===== src/rtl/xfer_pkg.sv =====
// Shared types for the serial transfer unit.
// Assumes nothing beyond a single clock domain.
package xfer_pkg;
    typedef enum logic {
        FILL_ZERO = 1'b0,
        FILL_CIRC = 1'b1
    } fill_mode_e;
endpackage


===== src/rtl/xfer_shreg.sv =====
// Right-shifting register with parallel load and a serial input at the MSB.
// Assumes shift_en and load_en are never high together; shift takes priority.
module xfer_shreg #(
    parameter int WIDTH = 4
) (
    input  logic             clk,
    input  logic             rst_n,
    input  logic             shift_en,
    input  logic             load_en,
    input  logic [WIDTH-1:0] load_val,
    input  logic             ser_in,
    output logic [WIDTH-1:0] q
);
    logic [WIDTH-1:0] q_r;

    // Register update: reset, shift right with ser_in at the top, load, or hold.
    always_ff @(posedge clk) begin
        if (!rst_n) begin
            q_r <= '0;
        end else if (shift_en) begin
            q_r <= {ser_in, q_r[WIDTH-1:1]};
        end else if (load_en) begin
            q_r <= load_val;
        end
    end

    assign q = q_r;
endmodule


===== src/rtl/xfer_window.sv =====
// Self-timed shift window: opens on an idle start, closes after WIDTH shifts.
// Captures the refill mode when the window opens.
module xfer_window
    import xfer_pkg::*;
#(
    parameter int WIDTH = 4
) (
    input  logic       clk,
    input  logic       rst_n,
    input  logic       start,
    input  logic       circ,
    output logic       busy,
    output fill_mode_e mode
);
    localparam int CNT_W = (WIDTH > 2) ? $clog2(WIDTH) : 1;
    localparam logic [CNT_W-1:0] LAST = CNT_W'(WIDTH - 1);

    logic [CNT_W-1:0] cnt_q;
    logic             busy_q;
    fill_mode_e       mode_q;

    // Window state: open on idle start, count shifts, close after the last one.
    always_ff @(posedge clk) begin
        if (!rst_n) begin
            busy_q <= 1'b0;
            cnt_q  <= '0;
            mode_q <= FILL_ZERO;
        end else if (busy_q) begin
            if (cnt_q == LAST) begin
                busy_q <= 1'b0;
                cnt_q  <= '0;
            end else begin
                cnt_q <= cnt_q + 1'b1;
            end
        end else if (start) begin
            busy_q <= 1'b1;
            cnt_q  <= '0;
            mode_q <= circ ? FILL_CIRC : FILL_ZERO;
        end
    end

    assign busy = busy_q;
    assign mode = mode_q;
endmodule


===== src/rtl/serial_xfer_unit.sv =====
// Top: source register shifts serially into destination register during a
// WIDTH-clock window. Source refills with zeros or recirculates per mode.
// Assumes synchronous active-low reset and a single clock.
module serial_xfer_unit
    import xfer_pkg::*;
#(
    parameter int WIDTH = 4
) (
    input  logic             clk,
    input  logic             rst_n,
    input  logic             start_i,
    input  logic             circ_i,
    input  logic             load_i,
    input  logic [WIDTH-1:0] load_data_i,
    output logic [WIDTH-1:0] src_q_o,
    output logic [WIDTH-1:0] dst_q_o,
    output logic             busy_o
);
    logic       busy;
    fill_mode_e mode;
    logic [WIDTH-1:0] src_q;
    logic [WIDTH-1:0] dst_q;
    logic       src_fill;
    logic       src_load;

    xfer_window #(.WIDTH(WIDTH)) u_window (
        .clk   (clk),
        .rst_n (rst_n),
        .start (start_i),
        .circ  (circ_i),
        .busy  (busy),
        .mode  (mode)
    );

    // Source refill bit and idle-only load gate.
    always_comb begin
        src_fill = (mode == FILL_CIRC) ? src_q[0] : 1'b0;
        src_load = load_i & ~busy;
    end

    xfer_shreg #(.WIDTH(WIDTH)) u_src (
        .clk      (clk),
        .rst_n    (rst_n),
        .shift_en (busy),
        .load_en  (src_load),
        .load_val (load_data_i),
        .ser_in   (src_fill),
        .q        (src_q)
    );

    xfer_shreg #(.WIDTH(WIDTH)) u_dst (
        .clk      (clk),
        .rst_n    (rst_n),
        .shift_en (busy),
        .load_en  (1'b0),
        .load_val ({WIDTH{1'b0}}),
        .ser_in   (src_q[0]),
        .q        (dst_q)
    );

    assign src_q_o = src_q;
    assign dst_q_o = dst_q;
    assign busy_o  = busy;
endmodule


===== config.mk =====
export PLATFORM = sky130hd
export DESIGN_NAME = serial_xfer_unit
export DESIGN_NICKNAME = d
export VERILOG_FILES = /design/src/rtl/xfer_pkg.sv /design/src/rtl/xfer_shreg.sv /design/src/rtl/xfer_window.sv /design/src/rtl/serial_xfer_unit.sv
export SDC_FILE = /design/constraint.sdc
export NUM_CORES = 1
export LEC_CHECK = 0
export BUFFER_PORTS_ARGS = -buffer_cell sky130_fd_sc_hd__buf_2
export CAP_MARGIN = 5
export CORE_AREA = 2 2 39 41
export DETAILED_ROUTE_END_ITERATION = 8
export DIE_AREA = 0 0 41 43
export MAX_ROUTING_LAYER = met4
export PLACE_DENSITY_LB_ADDON = 0.15
export SETUP_SLACK_MARGIN = 0.1
export SLEW_MARGIN = 0
export SYNTH_ARGS = -nofsm -noshare
export SYNTH_HDL_FRONTEND = slang
export SYNTH_SLANG_ARGS = --single-unit

===== constraint.sdc =====
create_clock -name clk -period 2.8 [get_ports clk]
set_clock_uncertainty 0.15 [all_clocks]
set_input_delay 0.28 -clock clk [delete_from_list [all_inputs] [get_ports clk]]
set_output_delay 0.28 -clock clk [all_outputs]
set_load 0.02 [all_outputs]

# After elaboration in Yosys (flattened, before gate mapping)
# Index checks and enable logic that the tools add are counted.
# Widths: inputs -> output; s select.
# op_classes
div	0
n_mux	10
eq_ne	1
add_sub_neg	1
n_shift	0
reduce_logical	3
multipliers	0
magnitude_cmp	0
bitwise_logic	2
# ops
op	count
$mux 4	2
$mux 2	3
$mux 1	5
$reduce_bool 2->1	2
$add 2x1->2 const B	1
$eq 2x2->1 const B	1
$reduce_and 2->1	1
$and 1x1->1	1
$not 1->1	1
# word_totals
regBits	12
word_cells	22
output_inout_bits	9
mem_count	0
mem_bits_ro	0
latch_bits	0
ramBits	0

# Logic depth before layout (Yosys ltp)
# depth
ltp_word	4
mapped_depth	4

# Modules after synthesis
# From an unflattened synthesis, not the netlist that was laid out.
# unflattened
hier_cells	52
hier_area_um2	576.8
# modules_own_cells
module	instances	area_each_um2	seq_area_each_um2	cells_per_inst
xfer_shreg	2	190.2	80.1	16
xfer_window	1	172.7	80.1	17
serial_xfer_unit	1	23.8	0.0	3

# Worst setup path before layout
# No wires, ideal clock.
# synth_path
path_type	register to register
start	register u_window.busy_q (netlist: u_window.busy)
end	register u_src.q_r[0] (netlist: u_src.q[0])
path_slack_ns	1.595
stages_incl_launch_ff	5
synth_period_minus_slack_ns	1.205
n_path_buf	1
arrival_ns	0.935
cell_sequence	dfxtp_1 > buf_4 > inv_2 > o21ai_0 > a21oi_1
# synth_between
elab_chain_len	3
elab_cells_between_ends	4
cone_classes	mux (1); bitwise (2); reduce/logical (1)
# synth_rtl
item	line	source
start: declaration	xfer_window.sv:19	logic busy_q;
start signal: assignment	xfer_window.sv:25	busy_q <= 1'b0;
start signal: assignment	xfer_window.sv:30	busy_q <= 1'b0;
start signal: assignment	xfer_window.sv:36	busy_q <= 1'b1;
$not 1->1 (no source line)	n/a	
$and 1x1->1	serial_xfer_unit.sv:38	src_load = load_i & ~busy;
$reduce_bool 2->1 (no source line)	n/a	
end signal: assignment	xfer_shreg.sv:21	q_r <= {ser_in, q_r[WIDTH-1:1]};
end signal: assignment	xfer_shreg.sv:23	q_r <= load_val;
end: declaration	xfer_shreg.sv:14	logic [WIDTH-1:0] q_r;
# Parallel ways exist; a longest one is shown, timed or not.
# A chain may end at the register's enable or synchronous reset.

# Final worst setup path
# layout_path
start	register u_window.busy_q (netlist: u_window.busy)
end	output busy_o
# layout_lines
item	line	source
end: declaration	serial_xfer_unit.sv:17	output logic busy_o
# No word-level cell between the ends.

==> flow_summary.json <==
{
  "syn_area_um2": 516.7,
  "clkTransAtPathRegs_ns": 0.07,
  "drc_errors": 0,
  "finalSetupViolCount": 0,
  "drive_above_1_share_pct": 33.33,
  "end_kind": "primary output",
  "final_common_cell": "buf_2",
  "required_ns": 2.37,
  "postRouteAntennaNets": 0,
  "crit_path_end": "busy_o",
  "crit_slowest_cell": "dfxtp_1",
  "final.setup.tns_ns": 0,
  "fill_cells": 144,
  "syn_nets": 62,
  "status": "complete, no violations",
  "finalPower_uw": 369.8,
  "syn_to_final_growth_pct": 21.55,
  "num_rows": 14,
  "crit_family": "flip-flops",
  "crit_start": "u_window.busy",
  "die_h_um": 43,
  "core_area_um2": 1384,
  "routabilityCongestion": 0.6234,
  "diodes": 0,
  "post_drt_wl_per_cell_um": 10.19,
  "die_w_um": 41,
  "timing.hold.ws_ns": 0.1152,
  "synth_cell_types": 17,
  "grt_pass1_wl_um": 1304,
  "max_freq_mhz": 625.5,
  "ir_worst_vdd_v": 0.0002423,
  "worst_pin_slew_ns": 0.5035,
  "grt_overflow": 0,
  "critPathBufInv": 1,
  "first_global_vias": 304,
  "p_leak_nw": 0.2955,
  "ys_ff_latch": 12,
  "hp-class": "primary input to flop",
  "ff2ff_setup_slack_ns": 1.46,
  "synthTopCellsByArea": "dfxtp_1 (46%), mux2i_1 (17%), nor2b_1 (8.5%), a21oi_1 (4.8%), o21ai_0 (3.9%)",
  "cts-root-buf": "clkbuf_4",
  "worstReg2RegStart": "u_window.busy",
  "yosysTopAreaCell": "dfxtp_1",
  "cts_sinks": 12,
  "die_area_um2": 1763,
  "path_max_fanout": 14,
  "synth_warnings": 0,
  "synthDominantCellAreaShare_pct": 46.49,
  "dr.pass1.iters": 4,
  "cts_buffers": 3,
  "grt_setup_unrepaired": "no",
  "slew_headroom_pct": 66.38,
  "cts_hold_buf": 0,
  "crit_chain": "buf_2",
  "hold_viol_final": 0,
  "grt_max_degree": 15,
  "nets": 80,
  "cts_resized": 0,
  "drt_wl_total_um": 866,
  "vias": 390,
  "vias_per_cell": 4.588,
  "grt.total_usage_pct": 12.42,
  "clockBufferDepth": 2,
  "synthCells": 52,
  "postLayoutCellArea_um2": 628.1,
  "clk_latency_ns": 0.27,
  "start_util_pct": 37.34,
  "critPathLaunchType": "flop",
  "reg2reg_depth": 3,
  "cpPeakStageDelay_ns": 0.64,
  "most-common-layout-cells": "buf_2 (17), dfxtp_1 (12), mux2i_1 (9), nor2b_1 (7), a21oi_1 (5)",
  "power_density_nw_per_um2": 588.7,
  "postCtsSetupBuffers": 0,
  "drv_cap": 0,
  "cts_tree": "done",
  "fin_crit_ns": 1.599,
  "path_depth": 1,
  "crit_arrival_ns": 1.17,
  "portBuffers": 17,
  "path_class": "flop to primary output",
  "post-route-period-util_pct": 57.10,
  "drt-initial-drc-count": 9,
  "finalMaxSlewViolations": 0,
  "hpwl_um": 628,
  "antenna_found_initial": 0,
  "syn_area_per_cell_um2": 9.937,
  "placed_area_um2": 591.8,
  "reg2reg_to": "u_window.mode",
  "h-tree-depth": 1,
  "synth_seq_area_share_pct": 46.49,
  "pin_count": 18
}
[metrics by stage]
stage	util, %	std cells	worst slack [ns]
after floorplan	-	52	1.595
after detailed placement	42.77	81	1.452
after global routing	45.39	85	1.114
after global placement	42.77	81	1.466
after CTS	45.39	85	1.165
final	45.39	85	1.201
[synthesized netlist by cell type, drive strengths merged]
cell type / instances
nor2b: 7
mux2i: 9
and2: 1
o21ai: 4
a21oi: 5
nand2: 2
buf: 3
nor2: 2
and2b: 1
nand3: 1
clkbuf: 1
dfxtp: 12
inv: 1
ha: 1
nor3b: 2
[cells by family after synthesis]
group | after synthesis | synth area share, %
adders and majority gates | 1 | 2.421
and+or+nand+nor | 16 | 18.40
DFF | 12 | 46.49
muxes | 9 | 17.43
AOI/OAI and AO/OA | 9 | 8.716
buffers and inverters | 5 | 6.535
[sequential cells by signal, summed over array words and instances, names as in the netlist]
signal          cells
u_dst.q             4
u_src.q             4
u_window.cnt_q      2
u_window.busy       1
u_window.mode       1
[routing by layer]
layer  share of wire [%]  global-route usage, %
met2                  43                  13.75
met3                 5.4                  4.712
met5                   0                      -
met4                 4.6                  14.00
met1                  47                  15.08
[worst min path at each step]
stage | from | to | slack, ns | cells past startpoint
finish | circ_i | u_window.mode | 0.12 | 3
global placement | u_dst.q[0] | u_dst.q[0] | 0.35 | 2
floorplan | rst_n | u_dst.q[0] | 0.26 | 1
global route | circ_i | u_window.mode | 0.11 | 3
CTS | circ_i | u_window.mode | 0.11 | 3
detailed placement | u_window.mode | u_window.mode | 0.37 | 2
[layout make-up]
| class | instances | area (um^2) | area share, % |
|---|---|---|---|
| inverter | 1 | 3.754 | 0.5976 |
| timing repair buffer | 17 | 85.08 | 13.55 |
| multi-input combinational | 35 | 242.7 | 38.65 |
| tap | 16 | 20.02 | 3.187 |
| clock buffer | 4 | 36.28 | 5.777 |
| sequential | 12 | 240.2 | 38.25 |
[report_power, final]
part / switching, mW / leakage [nW] / internal (mW)
clock: 0.0574 / 0.0210 / 0.0791
combinational: 0.0229 / 0.176 / 0.0216
sequential: 0.00941 / 0.0983 / 0.179
Power figures use the tool's default switching activity.
